### config.mk
export PLATFORM = sky130hd
export DESIGN_NAME = xfer_mode_sel
export DESIGN_NICKNAME = d
export VERILOG_FILES = /design/src/rtl/xfer_mode_pkg.sv /design/src/rtl/xfer_mode_ctrl.sv /design/src/rtl/xfer_mode_dp.sv /design/src/rtl/xfer_mode_sel.sv
export SDC_FILE = /design/constraint.sdc
export NUM_CORES = 1
export LEC_CHECK = 0
export ABC_AREA = 1
export CORE_AREA = 2 2 39 41
export CTS_CLUSTER_DIAMETER = 30
export DETAILED_ROUTE_END_ITERATION = 10
export DIE_AREA = 0 0 41 43
export DONT_BUFFER_PORTS = 1
export PLACE_DENSITY = 0.48
export SLEW_MARGIN = 0
export SYNTH_ARGS = -nofsm -noshare
export SYNTH_HDL_FRONTEND = slang
export SYNTH_HIERARCHICAL = 1
export SYNTH_SLANG_ARGS = --single-unit
export TNS_END_PERCENT = 50
### constraint.sdc
create_clock -name clk -period 1.5 [get_ports clk]
set_clock_uncertainty 0.05 [all_clocks]
set_input_delay 0.15 -clock clk [delete_from_list [all_inputs] [get_ports clk]]
set_output_delay 0.15 -clock clk [all_outputs]
set_load 0.005 [all_outputs]
### src/rtl/xfer_mode_pkg.sv
package xfer_mode_pkg;

  // Strobes from the decision logic to the storage datapath
  typedef struct packed {
    logic load;    // store the requested mode and enable sync DMA
    logic clear;   // hardware reset: drop back to multiword DMA
    logic ackSet;  // answer the request with accept
    logic nakSet;  // answer the request with reject
  } mode_strobe_t;

endpackage

### src/rtl/xfer_mode_ctrl.sv
module xfer_mode_ctrl
  import xfer_mode_pkg::*;
#(
  parameter int TOP_MODE = 2,
  parameter int REQ_W    = 3,
  parameter int MODE_W   = 2
) (
  input  logic              hardRst,
  input  logic [MODE_W-1:0] maxMode,
  input  logic              reqValid,
  input  logic [REQ_W-1:0]  reqMode,
  output logic [MODE_W-1:0] capMode,
  output mode_strobe_t      strb
);

  localparam logic [MODE_W-1:0] TopVal = MODE_W'(TOP_MODE);

  logic             inRange;
  logic             reqLive;
  logic [REQ_W-1:0] capWide;

  // Clamp the static capability to the architectural ceiling
  always_comb begin
    if (maxMode > TopVal) capMode = TopVal;
    else                  capMode = maxMode;
  end

  assign capWide = REQ_W'(capMode);
  assign inRange = (reqMode <= capWide);
  // A hardware reset in the same cycle wins over any request
  assign reqLive = reqValid & ~hardRst;

  always_comb begin
    strb.clear  = hardRst;
    strb.load   = reqLive &  inRange;
    strb.ackSet = reqLive &  inRange;
    strb.nakSet = reqLive & ~inRange;
  end

endmodule

### src/rtl/xfer_mode_dp.sv
module xfer_mode_dp
  import xfer_mode_pkg::*;
#(
  parameter int TOP_MODE = 2,
  parameter int REQ_W    = 3,
  parameter int MODE_W   = 2
) (
  input  logic              clk,
  input  logic              rstN,
  input  mode_strobe_t      strb,
  input  logic [REQ_W-1:0]  reqMode,
  input  logic [MODE_W-1:0] capMode,
  input  logic              dmaCmd,
  output logic [MODE_W-1:0] activeMode,
  output logic              syncEn,
  output logic              reqAck,
  output logic              reqNak,
  output logic [TOP_MODE:0] supportMask,
  output logic              xferSync
);

  // Mode storage; the soft reset never reaches this register
  always_ff @(posedge clk or negedge rstN) begin
    if (!rstN) begin
      activeMode <= '0;
      syncEn     <= 1'b0;
    end else if (strb.clear) begin
      activeMode <= '0;
      syncEn     <= 1'b0;
    end else if (strb.load) begin
      activeMode <= reqMode[MODE_W-1:0];
      syncEn     <= 1'b1;
    end
  end

  // One-cycle response pulses
  always_ff @(posedge clk or negedge rstN) begin
    if (!rstN) begin
      reqAck <= 1'b0;
      reqNak <= 1'b0;
    end else begin
      reqAck <= strb.ackSet;
      reqNak <= strb.nakSet;
    end
  end

  // Nested support: every mode at or below the cap is available
  for (genvar i = 0; i <= TOP_MODE; i++) begin : g_sup
    assign supportMask[i] = (MODE_W'(i) <= capMode);
  end

  assign xferSync = dmaCmd & syncEn;

endmodule

### src/rtl/xfer_mode_sel.sv
module xfer_mode_sel
  import xfer_mode_pkg::*;
#(
  parameter int TOP_MODE = 2,
  parameter int REQ_W    = 3,
  localparam int MODE_W  = (TOP_MODE > 1) ? $clog2(TOP_MODE + 1) : 1
) (
  input  logic              clk,
  input  logic              rstN,
  input  logic              hardRst,
  input  logic              softRst,
  input  logic [MODE_W-1:0] maxMode,
  input  logic              reqValid,
  input  logic [REQ_W-1:0]  reqMode,
  input  logic              dmaCmd,
  output logic [MODE_W-1:0] activeMode,
  output logic              syncEn,
  output logic              reqAck,
  output logic              reqNak,
  output logic [TOP_MODE:0] supportMask,
  output logic              xferSync
);

  mode_strobe_t      strb;
  logic [MODE_W-1:0] capMode;
  logic              softUnused;

  // The software reset is accepted but deliberately leaves mode state alone
  assign softUnused = softRst;

  xfer_mode_ctrl #(.TOP_MODE(TOP_MODE), .REQ_W(REQ_W), .MODE_W(MODE_W)) u_ctrl (
    .hardRst (hardRst),
    .maxMode (maxMode),
    .reqValid(reqValid),
    .reqMode (reqMode),
    .capMode (capMode),
    .strb    (strb)
  );

  xfer_mode_dp #(.TOP_MODE(TOP_MODE), .REQ_W(REQ_W), .MODE_W(MODE_W)) u_dp (
    .clk        (clk),
    .rstN       (rstN),
    .strb       (strb),
    .reqMode    (reqMode),
    .capMode    (capMode),
    .dmaCmd     (dmaCmd),
    .activeMode (activeMode),
    .syncEn     (syncEn),
    .reqAck     (reqAck),
    .reqNak     (reqNak),
    .supportMask(supportMask),
    .xferSync   (xferSync)
  );

endmodule

# == Yosys cells after proc, flatten, opt, wreduce, memory -nomap -nowiden ==
# Index checks and enable logic that the tools add are counted.
# op_classes
magnitude_cmp,5
n_mux,5
add_sub_neg,0
n_shift,0
multipliers,0
div,0
n_bitwise,6
eq_ne,0
reduce_logical,1
# ops
cell,count
$mux W2,3
$and A1 B1 Y1,4
$le A1 B2 Y1 const A,2
$le A3 B2 Y1,1
$gt A2 B2 Y1 const B,1
$le A2 B2 Y1 const A,1
$mux W1,2
$not A1 Y1,2
$reduce_bool A2 Y1,1
# word_totals
inputBits,11
mem_bits_rw,0
n_memories,0
ff_bits,5
latch_bits,0
mem_bits_ro,0

# == Depth between registers and ports, before layout ==
# depth
ltp_word,6
ltp_mapped,13
depth_no_buf,12

# == Hierarchy ==
# Netlist, hierarchy kept.
# by_module_without_submodules
mod,area_each_um2,seq_area_each_um2,n_inst,cells_each
xfer_mode_dp,196.4,125.1,1,21
xfer_mode_ctrl,127.6,0.0,1,26

# == Least setup slack after synthesis ==
# OpenSTA, ideal clock, no wires.
# synth_path
path_type,input port to flip-flop
from,input maxMode[1]
to,register u_dp.activeMode[0]
setup_ns,0.116
setup_slack_ns,0.299
n_path_buf,1
stages,11
arrival_ns,1.034
path_cell_list,inv_1 > ha_1 > nand2_1 > nand2_1 > nand2_1 > nand2_1 > nor2_1 > buf_4 > nor2_2 > nand2_1 > nand2_1
# synth_lines
element,line_no,text
"start, declared",xfer_mode_sel.sv:12,"input logic [MODE_W-1:0] maxMode,"
"end signal, assigned",xfer_mode_dp.sv:31,activeMode <= reqMode[MODE_W-1:0];
"end, declared",xfer_mode_dp.sv:14,"output logic [MODE_W-1:0] activeMode,"

==> load_flow_metrics.sql <==
INSERT INTO impl_metrics (metric_group, metric, value, unit) VALUES
('floorplan', 'floorplan.core_area', '0.001384', 'mm²'),
('clock_tree', 'h-tree-depth', '1', ''),
('drt', 'detail_route.vias_per_cell', '4.045', ''),
('cells_and_area', 'layout.filler_cells', '146', ''),
('timing', 'report.final.hold_viol_count', '0', ''),
('run', 'drv.max_cap_violation_count', '0', ''),
('global_route', 'met1_usage_in_global_routing', '4.430', '%'),
('drt', 'num_vias', '267', ''),
('placed_design', 'placement.io_buffers', '0', ''),
('synthesis', 'post_synth_main_area_contributors', 'sky130_fd_sc_hd__dfrtp_1 (39%), sky130_fd_sc_hd__nand2_1 (15%), sky130_fd_sc_hd__inv_1 (10%)', ''),
('floorplan', 'effective_utilization_at_floorplan', '23.42', '%'),
('worst_setup_path', 'worst-endpoint-arrival', '1.08', 'ns'),
('synthesis', 'synth.net_count', '60', ''),
('worst_hold_path', 'min_path_type', 'in -> reg', ''),
('global_route', 'pin_count_of_the_biggest_net_entering_global_routing', '6', ''),
('worst_setup_path', 'worstPathMaxFanout', '5', ''),
('clock_tree', 'clk_pin_slew', '0.04', 'ns'),
('global_route', 'globalRouteMet2Util', '12.19', '%'),
('placed_design', 'dpl-instance-area', '321.6', 'µm²'),
('cells_and_area', 'finish.instance_area', '377.9', 'µm²'),
('floorplan', 'row_count', '14', ''),
('synthesis', 'post-synth-top-area-cell', 'sky130_fd_sc_hd__dfrtp_1', ''),
('synthesis', 'synth.yosys.seq_area_share', '38.61', '%'),
('clock_tree', 'cts_tree', 'yes', ''),
('worst_setup_path', 'critical_path.startpoint_type', 'input port', ''),
('placed_design', 'hpwlAfterDp', '483.4', 'µm'),
('synthesis', 'netlist-cell-type-count', '11', ''),
('clock_tree', 'cts_hold_buf', '3', ''),
('power_and_ir_drop', 'powerDensity', '913.9', 'mW/mm²'),
('synthesis', 'ys_warn_count', '6', ''),
('floorplan', 'die_span_in_y', '43', 'µm'),
('global_route', 'gr-max-usage-layer', 'met2', ''),
('global_route', 'grt_overflow_total', '0', ''),
('drt', 'drt_pass1_iterations', '2', ''),
('timing', 'finalCritPeriodShare', '66.50', '%'),
('synthesis', 'synthesis.instances', '47', ''),
('placed_design', 'place_congestion', '0.7355', ''),
('timing', 'setup_total_negative_slack', '0', 'ns'),
('clock_tree', 'cts_made_buffers', '3', ''),
('cells_and_area', 'area.growth.synth_to_final', '16.60', '%'),
('floorplan', 'die_w', '41', 'µm'),
('clock_tree', 'cts_root_buf', 'sky130_fd_sc_hd__clkbuf_4', ''),
('floorplan', 'total_i_o_pin_count', '20', ''),
('clock_tree', 'cts.repair.resized', '0', ''),
('worst_setup_path', 'worst_setup_path_end_kind', 'flop', ''),
('synthesis', 'synth-seq-cells', '5', ''),
('clock_tree', 'tritoncts_num_sinks', '5', ''),
('cells_and_area', 'antenna-diode-count', '0', ''),
('global_route', 'grt_use_met3', '1.047', '%'),
('global_route', 'first_global_vias', '225', ''),
('synthesis', 'syn-cell-area', '324.1', 'µm²'),
('drt', 'drc', '0', ''),
('clock_tree', 'cts-root-to-sink-buffers', '2', ''),
('worst_setup_path', 'critical_path_required', '1.58', 'ns'),
('timing', 'maxClockFrequency', '1003', 'MHz'),
('global_route', 'grt_pass1_wl', '772', 'µm'),
('drt', 'remaining_antenna_violation_count', '0', ''),
('global_route', 'globalRouteTotalUtil', '6.693', '%'),
('timing', 'time_the_worst_path_needs_with_i_o_delays_and_setup', '0.9975', 'ns'),
('clock_tree', 'number_of_setup_buffers_added_after_cts', '0', ''),
('drt', 'detail_route.wirelength', '569', 'µm'),
('timing', 'grt_setup_unrepaired', 'no', ''),
('power_and_ir_drop', 'worst_ir_drop_vdd', '0.1323', 'mV'),
('status', 'status', 'complete, no violations', ''),
('worst_setup_path', 'worstSetupPathType', 'in -> reg', ''),
('floorplan', 'die-area', '0.001763', 'mm²'),
('synthesis', 'postSynthAreaPerCell', '6.895', 'µm²'),
('clock_tree', 'clock_latency', '0.24', 'ns'),
('timing', 'final_max_slew_viol_count', '0', ''),
('power_and_ir_drop', 'power_leakage', '0.2264', 'nW'),
('cells_and_area', 'drive_above_1_share', '12.00', '%'),
('cells_and_area', 'finish.net_count', '64', ''),
('timing', 'finalSetupViolCount', '0', ''),
('drt', 'route.detailed.wl_per_inst', '8.621', 'µm'),
('global_route', 'grt_antenna_before_repair', '0', ''),
('drt', 'initialDrtViolationCount', '1', ''),
('synthesis', 'synthDominantCellAreaShare', '38.61', '%');
==> path summary, 6_finish.rpt <==
path / end / slack (ns) / from / depth (start not counted)
worst max-delay path: u_dp/activeMode[1] / 0.50 / maxMode[1] / 11
worst min-delay path: u_dp/activeMode[1] / 0.007 / reqMode[1] / 2
worst max register to register: u_dp/syncEn / 0.80 / u_dp/syncEn / 2
worst min register to register: u_dp/activeMode[1] / 0.45 / u_dp/activeMode[1] / 2
max in group asynchronous: u_dp/reqNak / 1.06 / rstN / 1
min in group asynchronous: u_dp/syncEn / 0.15 / rstN / 1
==> worst max-delay path, stage by stage <==
cell,delay [ns]
sky130_fd_sc_hd__inv_1,0.02
sky130_fd_sc_hd__ha_1,0.32
sky130_fd_sc_hd__nand2_1,0.08
sky130_fd_sc_hd__nand2_1,0.05
sky130_fd_sc_hd__nand2_1,0.05
sky130_fd_sc_hd__nand2_1,0.04
sky130_fd_sc_hd__nor2_1,0.08
sky130_fd_sc_hd__buf_4,0.14
sky130_fd_sc_hd__nor2_2,0.05
sky130_fd_sc_hd__nand2_1,0.05
sky130_fd_sc_hd__nand2_1,0.04
==> area by class of cell <==
| cell class | instances | area, µm² | share of cell area [%] |
|---|---|---|---|
| inverter | 9 | 33.78 | 8.940 |
| sequential | 5 | 125.1 | 33.11 |
| tap | 16 | 20.02 | 5.298 |
| multi-input combinational | 28 | 135.1 | 35.76 |
| timing repair buffer | 4 | 37.54 | 9.934 |
| clock buffer | 4 | 26.28 | 6.954 |
==> sequential cells by signal, summed over array words and instances, names as in the netlist <==
signal and flops:
u_dp/syncEn 1, u_dp/reqNak 1, u_dp/reqAck 1, u_dp/activeMode 2
==> routing by layer <==
layer  part of all wire [%]  vias up
met5                      0        -
met4                      0        0
met3                    7.7        0
met2                     58       11
met1                     35      118
li1                       -      138
==> cell usage after synthesis, drive strengths merged <==
| master | number |
|---|---|
| buf | 3 |
| ha | 2 |
| nand2 | 13 |
| or2 | 1 |
| inv | 9 |
| nand3 | 4 |
| nor2 | 7 |
| conb | 1 |
| clkbuf | 2 |
| dfrtp | 5 |
==> power breakdown <==
group	total [W]	internal (W)	switching, W
clock	0.000151	0.000100	0.0000506
combinational	0.0000500	0.0000223	0.0000276
sequential	0.000144	0.000141	0.00000355
==> per-stage QoR <==
step	cells	hold slack (ns)	setup WS, ns	power [W]	utilization [%]
2_1_floorplan	47	-0.1956	0.2993	0.0001875	-
3_3_place_gp	59	-0.1955	0.2643	0.0001867	23.24
3_5_place_dp	59	-0.1955	0.2506	0.0001881	23.24
4_1_cts	66	0.002737	0.5044	0.0003553	27.31
5_1_grt	66	0.01481	0.4168	0.0003678	27.31
6_report	66	0.007279	0.5025	0.0003453	27.31
==> cell families (layout without fill, tap and decap cells) <==
logic type	after synthesis	after routing	share of synthesized area (%)
simple gates	25	25	32.82
buf+inv	14	17	19.69
fa+ha+maj	2	2	7.721
other cells	1	1	1.157
flops	5	5	38.61
==> layout by cell type (no fill, tap or decap) <==
cell type and instances:
sky130_fd_sc_hd__clkbuf_1 1, sky130_fd_sc_hd__ha_1 2, sky130_fd_sc_hd__inv_1 9, sky130_fd_sc_hd__nor2_2 2, sky130_fd_sc_hd__nand2_1 13, sky130_fd_sc_hd__dfrtp_1 5, sky130_fd_sc_hd__nor2_1 5, sky130_fd_sc_hd__buf_4 1
sky130_fd_sc_hd__clkbuf_4 3, sky130_fd_sc_hd__nand3_1 4, sky130_fd_sc_hd__or2_1 1, sky130_fd_sc_hd__dlygate4sd3_1 3, sky130_fd_sc_hd__conb_1 1
(Power assumes the default switching activity.)
